===== config.mk =====
export PLATFORM = sky130hd
export DESIGN_NAME = ca_parity_guard
export DESIGN_NICKNAME = d
export VERILOG_FILES = /design/src/rtl/ca_parity_pkg.sv /design/src/rtl/ca_parity_datapath.sv /design/src/rtl/ca_parity_ctrl.sv /design/src/rtl/ca_parity_guard.sv
export SDC_FILE = /design/constraint.sdc
export NUM_CORES = 1
export LEC_CHECK = 0
export BUFFER_PORTS_ARGS = -buffer_cell sky130_fd_sc_hd__buf_2
export CAP_MARGIN = 5
export CORE_UTILIZATION = 49
export CTS_CLUSTER_DIAMETER = 200
export DETAILED_ROUTE_END_ITERATION = 10
export GPL_TIMING_DRIVEN = 1
export PLACE_DENSITY = 0.85
export SLEW_MARGIN = 0
export SYNTH_ARGS = -nofsm -noshare
export SYNTH_HDL_FRONTEND = slang
export SYNTH_SLANG_ARGS = --single-unit

===== constraint.sdc =====
create_clock -name clk -period 5 [get_ports clk]
set_clock_uncertainty 0.15 [all_clocks]
set_input_delay 1 -clock clk [delete_from_list [all_inputs] [get_ports clk]]
set_output_delay 1 -clock clk [all_outputs]
set_load 0.01 [all_outputs]

===== src/rtl/ca_parity_pkg.sv =====
package ca_parity_pkg;

  // Status the datapath reports about the command captured at the last edge
  typedef struct packed {
    logic valid;    // a selected command was captured
    logic parErr;   // that command failed the enabled parity check
  } capStat_t;

  // Strobes the control issues back to the datapath
  typedef struct packed {
    logic fwdLoad;  // forward the captured command
    logic errTake;  // the captured command starts a recovery
  } ctrlStrobe_t;

endpackage


===== src/rtl/ca_parity_datapath.sv =====
module ca_parity_datapath
  import ca_parity_pkg::*;
#(
  parameter int ADDR_W = 14
) (
  input  logic              clk,
  input  logic              rstN,
  input  logic              parityEnable,
  input  logic              csN,
  input  logic              actN,
  input  logic [2:0]        cmdLines,
  input  logic [1:0]        bankGroup,
  input  logic [1:0]        bankAddr,
  input  logic [ADDR_W-1:0] addr,
  input  logic              parityIn,
  input  ctrlStrobe_t       strobe,
  output capStat_t          stat,
  output logic              fwdValid,
  output logic [ADDR_W+7:0] fwdBus
);

  localparam int BUS_W = ADDR_W + 8;

  logic [BUS_W-1:0] covered;
  logic [BUS_W:0]   chain;
  logic [BUS_W-1:0] capBus;
  logic             capValid;
  logic             capErr;

  assign covered = {actN, cmdLines, bankGroup, bankAddr, addr};

  // Serial XOR chain, seeded with the parity input
  assign chain[0] = parityIn;
  for (genvar i = 0; i < BUS_W; i++) begin : g_par
    assign chain[i+1] = chain[i] ^ covered[i];
  end

  // First stage: capture the command and its parity verdict
  always_ff @(posedge clk or negedge rstN) begin
    if (!rstN) begin
      capValid <= 1'b0;
      capErr   <= 1'b0;
      capBus   <= '0;
    end else begin
      capValid <= ~csN;
      capErr   <= ~csN & parityEnable & chain[BUS_W];
      if (!csN) capBus <= covered;
    end
  end

  assign stat.valid  = capValid;
  assign stat.parErr = capErr;

  // Second stage: forward only when the control accepts the command
  always_ff @(posedge clk or negedge rstN) begin
    if (!rstN) begin
      fwdValid <= 1'b0;
      fwdBus   <= '0;
    end else begin
      fwdValid <= strobe.fwdLoad;
      if (strobe.fwdLoad) fwdBus <= capBus;
    end
  end

endmodule


===== src/rtl/ca_parity_ctrl.sv =====
module ca_parity_ctrl
  import ca_parity_pkg::*;
#(
  parameter int REC_CYCLES = 8,
  parameter int CRC_PULSE  = 4
) (
  input  logic        clk,
  input  logic        rstN,
  input  capStat_t    stat,
  input  logic        crcErr,
  input  logic        errClear,
  output ctrlStrobe_t strobe,
  output logic        alertN,
  output logic        errSticky
);

  localparam int REC_W = $clog2(REC_CYCLES + 1);
  localparam int CRC_W = $clog2(CRC_PULSE + 1);

  logic [REC_W-1:0] recCount;
  logic [CRC_W-1:0] crcCount;
  logic             recBusy;
  logic             crcBusy;

  assign recBusy = (recCount != '0);
  assign crcBusy = (crcCount != '0);

  // Commands are neither checked nor forwarded while a recovery runs
  assign strobe.errTake = stat.valid & stat.parErr & ~recBusy;
  assign strobe.fwdLoad = stat.valid & ~stat.parErr & ~recBusy;

  // Parity recovery window
  always_ff @(posedge clk or negedge rstN) begin
    if (!rstN) begin
      recCount <= '0;
    end else if (strobe.errTake) begin
      recCount <= REC_W'(REC_CYCLES);
    end else if (recBusy) begin
      recCount <= recCount - 1'b1;
    end
  end

  // Fixed-width CRC alert pulse (a new request restarts it)
  always_ff @(posedge clk or negedge rstN) begin
    if (!rstN) begin
      crcCount <= '0;
    end else if (crcErr) begin
      crcCount <= CRC_W'(CRC_PULSE);
    end else if (crcBusy) begin
      crcCount <= crcCount - 1'b1;
    end
  end

  // Sticky flag: a new error wins over a clear on the same edge
  always_ff @(posedge clk or negedge rstN) begin
    if (!rstN) begin
      errSticky <= 1'b0;
    end else if (strobe.errTake) begin
      errSticky <= 1'b1;
    end else if (errClear) begin
      errSticky <= 1'b0;
    end
  end

  assign alertN = ~(recBusy | crcBusy);

endmodule


===== src/rtl/ca_parity_guard.sv =====
module ca_parity_guard
  import ca_parity_pkg::*;
#(
  parameter int ADDR_W     = 14,
  parameter int REC_CYCLES = 8,
  parameter int CRC_PULSE  = 4
) (
  input  logic              clk,
  input  logic              rstN,
  input  logic              parityEnable,
  input  logic              csN,
  input  logic              actN,
  input  logic [2:0]        cmdLines,
  input  logic [1:0]        bankGroup,
  input  logic [1:0]        bankAddr,
  input  logic [ADDR_W-1:0] addr,
  input  logic              parityIn,
  input  logic              crcErr,
  input  logic              errClear,
  output logic              alertN,
  output logic              fwdValid,
  output logic [ADDR_W+7:0] fwdBus,
  output logic              errSticky
);

  capStat_t    stat;
  ctrlStrobe_t strobe;

  ca_parity_datapath #(.ADDR_W(ADDR_W)) u_dp (
    .clk(clk), .rstN(rstN), .parityEnable(parityEnable), .csN(csN),
    .actN(actN), .cmdLines(cmdLines), .bankGroup(bankGroup),
    .bankAddr(bankAddr), .addr(addr), .parityIn(parityIn),
    .strobe(strobe), .stat(stat), .fwdValid(fwdValid), .fwdBus(fwdBus)
  );

  ca_parity_ctrl #(.REC_CYCLES(REC_CYCLES), .CRC_PULSE(CRC_PULSE)) u_ctrl (
    .clk(clk), .rstN(rstN), .stat(stat), .crcErr(crcErr),
    .errClear(errClear), .strobe(strobe), .alertN(alertN),
    .errSticky(errSticky)
  );

endmodule


---- Word level (Yosys, flattened, before mapping) ----
Cells that the tools add are included.
storage, ports and cells
  register bits after elaboration ......... 55
  input bits .............................. 29
  output and inout bits ................... 25
cells by class
  $add $sub $neg .......................... 2
  mux-type cells .......................... 6
  bitwise operators ....................... 33
  reductions and logical operators ........ 5
operators with widths
  kind                                                                count
  1-bit XOR                                                           22
  4-bit 2-to-1 mux                                                    2
  1-bit bitwise AND                                                   6
  3-bit 2-to-1 mux                                                    2
  2-bit nonzero test                                                  3
  1-bit NOT                                                           4
  4-bit nonzero test                                                  1
  4-bit by 1-bit subtractor with 4-bit output, second input constant  1
  3-bit nonzero test                                                  1
  3-bit by 1-bit subtractor with 3-bit output, second input constant  1
  1-bit 2-to-1 mux                                                    2
  1-bit bitwise OR                                                    1

---- Depth between registers and ports, before layout ----
Gate-level depths: netlist of run 1.
  word-level depth ........................ 23
  depth in mapped cells ................... 6
  mapped depth without buffers ............ 6

---- Modules after synthesis ----
A second synthesis of run 1 with hierarchy kept.
unflattened totals
  cells, all modules ...................... 167
  area, all modules ....................... 2348.5 sq um
by module, submodules not included
  module              times used  cells an instance  area each (sq um)  seq. area each (sq um)
  ca_parity_datapath  1           123                1921.8             1176.1
  ca_parity_ctrl      1           44                 426.7              200.2

---- Least setup slack after synthesis of run 1 ----
Ideal clock, no wire load.
  kind .................................... input port to flip-flop
  start point ............................. input bankAddr[1]
  end point ............................... register u_dp.capErr
  arrival time ............................ 2.007 ns
  data required time ...................... 4.730 ns
  slack ................................... 2.723 ns
  cell stages on the path ................. 5
  path buffers ............................ 0
  path through ............................ xor2_1 xnor2_1 xnor2_2 xnor3_1 and3_1
on the way
  word-level cells in the longest chain between the ends .. 8
ends and longest elaborated chain
  element                  line                      source
  from (decl)              ca_parity_guard.sv:15     input logic [1:0] bankAddr,
  1-bit XOR (7 in series)  ca_parity_datapath.sv:35  assign chain[i+1] = chain[i] ^ covered[i];
  1-bit bitwise AND        ca_parity_datapath.sv:46  capErr <= ~csN & parityEnable & chain[BUS_W];
  to (signal assigned)     ca_parity_datapath.sv:46
  to (decl)                ca_parity_datapath.sv:28  logic capErr;
Every way passes these cells.
A chain may end at the register's enable or synchronous reset.

---- Worst setup path in the final report of run 1 ----
  start point ............................. register u_ctrl.recCount[0]
  end point ............................... output alertN
on the way
  word-level cells in the longest chain between the ends .. 3
ends and longest elaborated chain
  element                 line                   source
  from (decl)             ca_parity_ctrl.sv:20   logic [REC_W-1:0] recCount;
  from (signal assigned)  ca_parity_ctrl.sv:37   recCount <= REC_W'(REC_CYCLES);
  from (signal assigned)  ca_parity_ctrl.sv:39   recCount <= recCount - 1'b1;
  4-bit nonzero test      ca_parity_ctrl.sv:25   assign recBusy = (recCount != '0);
  1-bit bitwise OR        ca_parity_ctrl.sv:65   assign alertN = ~(recBusy | crcBusy);
  1-bit NOT               ca_parity_ctrl.sv:65
  to (decl)               ca_parity_guard.sv:20  output logic alertN,
Every way passes these cells.

==> results of run 1 <==
==> registers in the layout, summed over array words and instances (netlist names) <==
| register | cells |
|---|---|
| u_ctrl.crcCount | 3 |
| u_ctrl.errSticky | 1 |
| u_ctrl.recCount | 4 |
| u_dp.capBus | 22 |
| u_dp.capErr | 1 |
| u_dp.capValid | 1 |
| u_dp.fwdBus | 22 |
| u_dp.fwdValid | 1 |
==> cell usage in the layout, fill, tap and decap left out <==
cell type | Yosys | layout
a211oi_1 | 2 | 2
a21oi_1 | 4 | 4
and2_1 | 1 | 1
and3_1 | 1 | 1
buf_2 | 2 | 53
buf_4 | 0 | 2
bufinv_16 | 0 | 1
clkbuf_8 | 0 | 5
clkinvlp_4 | 0 | 1
dfrtp_1 | 55 | 55
ha_1 | 3 | 3
inv_1 | 9 | 9
mux2_2 | 44 | 44
nand2_1 | 3 | 3
nand2b_1 | 1 | 1
nand3_1 | 1 | 1
nand3b_1 | 1 | 1
nor2_1 | 7 | 7
nor2b_1 | 1 | 1
o21ai_0 | 2 | 2
o22ai_1 | 1 | 1
o31ai_1 | 1 | 1
xnor2_1 | 18 | 18
xnor2_2 | 1 | 1
xnor3_1 | 1 | 1
xor2_1 | 2 | 2
==> worst max-delay path, delay by kind of cell (launching register included) <==
kind          cells  cell delay [ps]
simple gates      2              250
fa+ha+maj         1              220
flops             1              420
buf+inv           2              200
==> cell families after synthesis <==
kind of cell    count (synthesis)  share of synthesized area, %
fa+ha+maj                       3                          1.62
buf+inv                        14                          2.38
xor+xnor                       22                          9.25
compound gates                 10                          2.54
mux                            44                          21.4
simple gates                   16                          3.25
flops                          55                          59.5
==> worst max-delay path by stage <==
stage,to,startpoint,depth (start not counted)
2_1_floorplan,u_dp.capErr$_DFF_PN0_,bankAddr[1],5
3_3_place_gp,u_dp.capErr$_DFF_PN0_,bankAddr[1],6
6_report,alertN,u_ctrl.recCount[0]$_DFFE_PN0P_,5
5_1_grt,alertN,u_ctrl.recCount[0]$_DFFE_PN0P_,5
4_1_cts,alertN,u_ctrl.recCount[0]$_DFFE_PN0P_,5
3_5_place_dp,u_dp.capErr$_DFF_PN0_,bankAddr[1],6
==> power groups by stage <==
| stage | registers [W] | clock network [W] | logic [W] |
|---|---|---|---|
| final | 0.000646 | 0.000279 | 0.000427 |
| after detailed placement | 0.000657 | 0 | 0.000435 |
| after CTS | 0.000648 | 0.000290 | 0.000437 |
| after floorplan | 0.000688 | 0 | 0.000243 |
| after global routing | 0.000665 | 0.000306 | 0.000472 |
| after global placement | 0.000650 | 0 | 0.000420 |
==> per-layer routing <==
metal	wire (um)	vias up	track usage (%)	share of wire (%)
met3	186	6	5.56	5.0
met1	1750	664	23.7	47
met2	1710	35	26.5	46
met4	51	0	5.33	1.4
li1	-	663	-	-
met5	0	-	0	0
==> per-stage QoR <==
stage	setup slack (ps)	cell area (um^2)
4_1_cts	2440	2740
3_5_place_dp	2540	2640
5_1_grt	2300	2740
6_report	2460	2740
3_3_place_gp	2560	2640
2_1_floorplan	2720	2310
==> cell type report <==
type | instances | share of cell area, %
clock inverter | 2 | 1.37
clock buffer | 5 | 2.51
inverter | 9 | 1.23
multi-input combinational | 95 | 32.1
timing repair buffer | 55 | 10.2
sequential | 55 | 50.2
tap | 52 | 2.37
==> reports/metrics.csv, run 1 <==
stage;metric;value;unit
route;wire length per cell;13.6;um
power_and_ir_drop;Sw Pwr;0.000396;W
die;Top Ports;54;
cells_and_area;register area;1380;um^2
die;Core Rows;24;
worst_setup_path;reg-to-reg slack, setup;2780;ps
yosys;YS warnings;0;
die;DIE AREA;5000;um^2
route;drt total wl;3700;um
worst_setup_path;path depth of the worst reg2reg path;6;
yosys;post-synth top area share;59.5;%
outcome;status;finished, violations left;
grt;global-route wire length before repair;6520;um
cells_and_area;n_diodes;0;
worst_setup_path;CP arrival;1390;ps
worst_setup_path;worst-path fanout max;5;
flow_run;maxcap violations;0;
cells_and_area;Area Overhead vs Synth;18.6;%
worst_hold_path;min-delay src;u_ctrl.crcCount[2]$_DFFE_PN0P_;
cells_and_area;Layout Nets;253;
cts;clock latency on the worst-skew pair;300;ps
cells_and_area;Finished Core Util;61.7;%
cts;Clock transition at path regs;90;ps
power_and_ir_drop;worst IR drop on VDD;0.000278;V
yosys;dominant cells by area after synthesis;dfrtp_1 60%, mux2_2 21%, xnor2_1 6.8%;
grt;global route overflow;0;
timing;min Tclk post-route;2540;ps
worst_setup_path;Worst R2R Start;u_ctrl.recCount[0]$_DFFE_PN0P_;
worst_hold_path;Hold WC Path Type;flip-flop to flip-flop;
timing;Worst-Margin Slew;663;ps
die;Core Area;4440;um^2
yosys;Post-synth EDFFs;0;
grt;largest net degree at the start of global routing;56;
power_and_ir_drop;Switching Fraction;29.3;%
yosys;Synth Flop Type;dfrtp_1;
cts;Post-CTS Repair Setup Buffers;0;
route;Vias/cell;5.01;
yosys;sequential area share after synthesis;59.5;%
grt;initial antenna violation count;0;
grt;vias in the first global route;1390;
timing;post-route clock period utilization;50.7;%
worst_setup_path;worst-path cell chain;inv_1 > ha_1 > nand2_1 > nor2_1 > buf_2;
power_and_ir_drop;Pint;0.000955;W
worst_setup_path;CP startpoint kind;flip-flop;
place;GPL Wtd Cong;0.724;
cts;post-cts resize count;0;
timing;total negative slack;0;ps
yosys;post-synthesis cell type count;23;
power_and_ir_drop;Leak;1.32;nW
route;DRC violations left;2;
worst_hold_path;Hold Crit Endpoint;u_ctrl.crcCount[2]$_DFFE_PN0P_;
worst_setup_path;WS Path Type;flip-flop to primary output;
cts;clock tree buffer depth;2;
timing;Max Freq;394;MHz
timing;WHS;336;ps
die;initial cell density of the core;52.0;%
route;Iter 0 DRT Violations;115;
worst_hold_path;worst hold path depth;1;
timing;Final Slew Violations;0;
die;DIE HEIGHT;70.7;um
route;Antenna Violating Nets Remaining;0;
power_and_ir_drop;Reg power frac;47.8;%
cts;TritonCTS Buffers;5;
yosys;most numerous cell in the Yosys netlist;dfrtp_1;
route;drt first pass iters;7;
worst_setup_path;Worst EP required;3850;ps
cts;Sink Count;55;
worst_setup_path;Crit Reg-Reg Endpoint;u_dp.fwdBus[17]$_DFFE_PN0P_;
timing;unrepaired setup endpoints after global routing;no;
worst_setup_path;CP peak stage delay;420;ps
place;port bufs;53;
yosys;Mapped Cells;164;
power_and_ir_drop;Comb power frac;31.6;%
grt;Global Route Usage Sum;17.2;%
cts;CTS H-tree lvls;2;
power_and_ir_drop;clock share of power;20.6;%
worst_setup_path;Setup crit end kind;primary output;
outcome;violated checks;DRC;
die;die width;70.7;um
yosys;#FFs+latches synth;55;
cts;Post-CTS Hold Buffers;0;
place;hpwl dp;2730;um
power_and_ir_drop;power per cell area;493;nW/um^2
yosys;syn_area_per_cell;14.1;um^2
timing;Fin. Hold Viols;0;
yosys;Synthesized Nets;196;
yosys;fraction of registers with async set/reset;100;%
cts;root buf cell;clkbuf_8;
cells_and_area;area of the multi-input gates;881;um^2
yosys;dominant cell type by area after synthesis;dfrtp_1;
timing;Setup violations, final;0;
yosys;Post-synth top cells;55 x dfrtp_1, 44 x mux2_2, 18 x xnor2_1;
worst_setup_path;Slowest-stage cell, CP;dfrtp_1;
cells_and_area;non-filler cells, final;273;
cells_and_area;Fillers;360;
route;vias after detailed routing;1368;
cts;CTS tree;built;
power_and_ir_drop;Tot Pwr;0.00135;W
place;Placed Cells;266;
cells_and_area;share of layout cells above drive strength 1;48.4;%
yosys;Post-Syn Area;2310;um^2
timing;slew margin rel.;55.8;%
Power figures use the tool's default switching activity.
==> inputs of run 2 (changes only) <==
--- a/config.mk
+++ b/config.mk
@@ -7,11 +7,11 @@
 export LEC_CHECK = 0
 export BUFFER_PORTS_ARGS = -buffer_cell sky130_fd_sc_hd__buf_2
 export CAP_MARGIN = 5
-export CORE_UTILIZATION = 49
+export CORE_UTILIZATION = 48
 export CTS_CLUSTER_DIAMETER = 200
 export DETAILED_ROUTE_END_ITERATION = 10
 export GPL_TIMING_DRIVEN = 1
-export PLACE_DENSITY = 0.85
+export PLACE_DENSITY = 0.86
 export SLEW_MARGIN = 0
 export SYNTH_ARGS = -nofsm -noshare
 export SYNTH_HDL_FRONTEND = slang
==> constraint.sdc (replaced) <==
create_clock -name clk -period 2.23 [get_ports clk]
set_clock_uncertainty 0.15 [all_clocks]
set_input_delay 0.446 -clock clk [delete_from_list [all_inputs] [get_ports clk]]
set_output_delay 0.446 -clock clk [all_outputs]
set_load 0.01 [all_outputs]
==> run 2 against run 1 <==
  * The flow still finishes with violations (DRC)
  * Highest routed layer unchanged
  * Routed wire length is 2.0% higher
  * Largest power group unchanged
  * Critical path depth stayed put
  * Cell count is 1.1% higher
  * Largest cell class unchanged
  * Core utilization is 0.073 points lower
  * Global-route usage is 0.71 points lower
  * Worst hold slack worse by 160 ps
  * Power is 120% higher
  * Clock-buffer cell count is 1 higher
  * Clock power is 120% higher
  * First-iteration DRC count is 72% lower
  * Non-clock buffer count is 3 higher
  * Combinational power is 130% higher
==> reports/metrics.csv, run 2 (same netlist as run 1, synthesis figures left out) <==
stage;metric;value;unit;change
route;drt first pass iters;7;;unchanged
worst_setup_path;CP arrival;1400;ps;about the same
die;DIE AREA;5100;um^2;+2.0%
cts;TritonCTS Buffers;5;;unchanged
cts;clock tree buffer depth;2;;unchanged
timing;Max Freq;501;MHz;
timing;min Tclk post-route;1990;ps;
power_and_ir_drop;worst IR drop on VDD;0.000499;V;+80%
place;hpwl dp;2860;um;+4.9%
cells_and_area;Finished Core Util;61.6;%;-0.073 points
cells_and_area;Area Overhead vs Synth;20.1;%;
power_and_ir_drop;Pint;0.00215;W;+130%
power_and_ir_drop;clock share of power;20.3;%;-0.3 points
place;dpl ws;305;ps;-2230 ps
cells_and_area;Layout Nets;256;;+1.2%
worst_setup_path;Worst EP required;1630;ps;-2220 ps
route;vias after detailed routing;1398;;+2.2%
grt;vias in the first global route;1405;;+1.1%
route;drt total wl;3780;um;+2.0%
worst_hold_path;Hold WC Path Type;primary input to flip-flop;;
cts;root buf cell;clkbuf_8;;
cells_and_area;Fillers;358;;-0.56%
power_and_ir_drop;Comb power frac;31.7;%;about the same
worst_setup_path;WS Path Type;flip-flop to primary output;;
worst_setup_path;reg-to-reg slack, setup;360;ps;-2420 ps
cts;clock latency on the worst-skew pair;290;ps;about the same
worst_setup_path;CP startpoint kind;flip-flop;;
cells_and_area;commonest non-fill, non-tap cell in the layout;dfrtp_1;;
outcome;status;finished, violations left;;
timing;Worst-Margin Slew;559;ps;-104 ps
worst_setup_path;Setup crit end;alertN;;
worst_setup_path;worst-path fanout max;5;;unchanged
timing;Final Slew Violations;0;;unchanged
outcome;violated checks;DRC;;
timing;Fin. Hold Viols;0;;unchanged
cells_and_area;area of the multi-input gates;881;um^2;unchanged
cells_and_area;Largest regs;u_dp.capBus x22, u_dp.fwdBus x22, u_ctrl.recCount x4;;
worst_setup_path;Setup crit end kind;primary output;;
cts;CTS H-tree lvls;2;;unchanged
grt;global route overflow;0;;unchanged
route;Iter 0 DRT Violations;32;;-72%
worst_setup_path;path depth of the worst reg2reg path;6;;unchanged
power_and_ir_drop;Leak;1.34;nW;+1.4%
route;Vias/cell;5.07;;+1.1%
die;die width;71.4;um;+1.0%
worst_setup_path;Worst R2R Start;u_ctrl.recCount[0]$_DFFE_PN0P_;;
cts;CTS tree;built;;
power_and_ir_drop;Sw Pwr;0.000883;W;+120%
power_and_ir_drop;Switching Fraction;29.1;%;-0.18 points
cts;Post-CTS Repair Setup Buffers;0;;unchanged
worst_setup_path;Crit Reg-Reg Endpoint;u_dp.fwdBus[7]$_DFFE_PN0P_;;
worst_setup_path;Crit. Startpoint;u_ctrl.recCount[0]$_DFFE_PN0P_;;
die;initial cell density of the core;51.3;%;-0.69 points
place;GPL Wtd Cong;0.709;;-2.0%
cells_and_area;register area;1380;um^2;unchanged
die;DIE HEIGHT;71.4;um;+1.0%
grt;initial antenna violation count;0;;unchanged
route;DRC violations left;3;;+1
cts;Sink Count;55;;unchanged
power_and_ir_drop;power per cell area;1090;nW/um^2;+120%
power_and_ir_drop;Reg power frac;48.0;%;+0.2 points
place;port bufs;53;;unchanged
route;Antenna Violating Nets Remaining;0;;unchanged
cts;Clock transition at path regs;90;ps;about the same
timing;slew margin rel.;62.8;%;+6.9 points
grt;Global Route Usage Sum;16.5;%;-0.71 points
timing;post-route clock period utilization;89.5;%;
cts;post-cts resize count;0;;unchanged
timing;unrepaired setup endpoints after global routing;no;;
timing;Setup violations, final;0;;unchanged
die;Core Area;4500;um^2;+1.4%
die;Top Ports;54;;unchanged
die;Core Rows;24;;unchanged
grt;largest net degree at the start of global routing;33;;-41%
cells_and_area;n_diodes;0;;unchanged
cells_and_area;share of layout cells above drive strength 1;48.2;%;-0.20 points
grt;global-route wire length before repair;6410;um;-1.7%
route;wire length per cell;13.7;um;+0.89%
cells_and_area;commonest non-fill, non-tap cells in the layout;55 x dfrtp_1, 53 x buf_2, 44 x mux2_2, 18 x xnor2_1, 9 x inv_1;;
timing;Final Worst Setup Slack;235;ps;-2230 ps
timing;total negative slack;0;ps;unchanged
flow_run;maxcap violations;0;;unchanged
==> run 2: cell count changes in the layout (fill, tap and decap cells not counted), sizes merged <==
cell and change:
clkbuf +1, clkinvlp -1, buf +2, dlygate4sd3 +1
==> run 2: worst min-delay path by stage <==
stage	start	endpoint	slack [ps]	cells after the start
floorplan	rstN	u_ctrl.crcCount[0]$_DFFE_PN0P_	0.4	0
global placement	rstN	u_dp.fwdBus[1]$_DFFE_PN0P_	310	1
detailed placement	rstN	u_dp.fwdBus[1]$_DFFE_PN0P_	320	1
CTS	crcErr	u_ctrl.crcCount[0]$_DFFE_PN0P_	170	2
global route	crcErr	u_ctrl.crcCount[0]$_DFFE_PN0P_	180	2
finish	crcErr	u_ctrl.crcCount[0]$_DFFE_PN0P_	180	2
==> run 2: power by group through the flow <==
stage                     Clock, W  Combinational (W)  Sequential [W]
after floorplan                  0           0.000544         0.00154
after global placement           0           0.000948         0.00146
after detailed placement         0           0.000977         0.00147
after CTS                 0.000643           0.000982         0.00146
after global routing      0.000677            0.00107         0.00150
final                     0.000616           0.000962         0.00146
==> run 2: cell type report <==
cell class / instances / share of cell area, %
sequential: 55 / 49.6
tap: 52 / 2.34
timing repair buffer: 58 / 11.4
multi-input combinational: 95 / 31.7
clock inverter: 1 / 1.08
inverter: 9 / 1.22
clock buffer: 6 / 2.61
==> run 2: routing by layer <==
metal | up-vias | GRT usage (%) | routed length [um]
met1 | 686 | 21.9 | 1770
li1 | 669 | - | -
met4 | 0 | 4.67 | 36
met2 | 38 | 26.8 | 1760
met3 | 5 | 4.78 | 206
met5 | - | 0 | 0
==> run 2: what timing repair did <==
item,CTS,global route
hold endpoints to repair,23,0
hold buffers,1,0
endpoints found under the setup margin,0,0
==> run 2: critical path, stage by stage (launching register included) <==
cell and delay, ps:
dfrtp_1 420, inv_1 70, ha_1 220, nand2_1 140
nor2_1 120, buf_2 130
==> run 2: stage by stage <==
| step | instances | total power, W | instance area [um^2] | hold WS (ps) |
|---|---|---|---|---|
| 3_3_place_gp | 268 | 0.00241 | 2660 | 310 |
| 2_1_floorplan | 164 | 0.00209 | 2310 | 0.409 |
| 5_1_grt | 276 | 0.00324 | 2780 | 179 |
| 6_report | 276 | 0.00303 | 2780 | 180 |
| 3_5_place_dp | 268 | 0.00245 | 2660 | 320 |
| 4_1_cts | 276 | 0.00308 | 2780 | 167 |
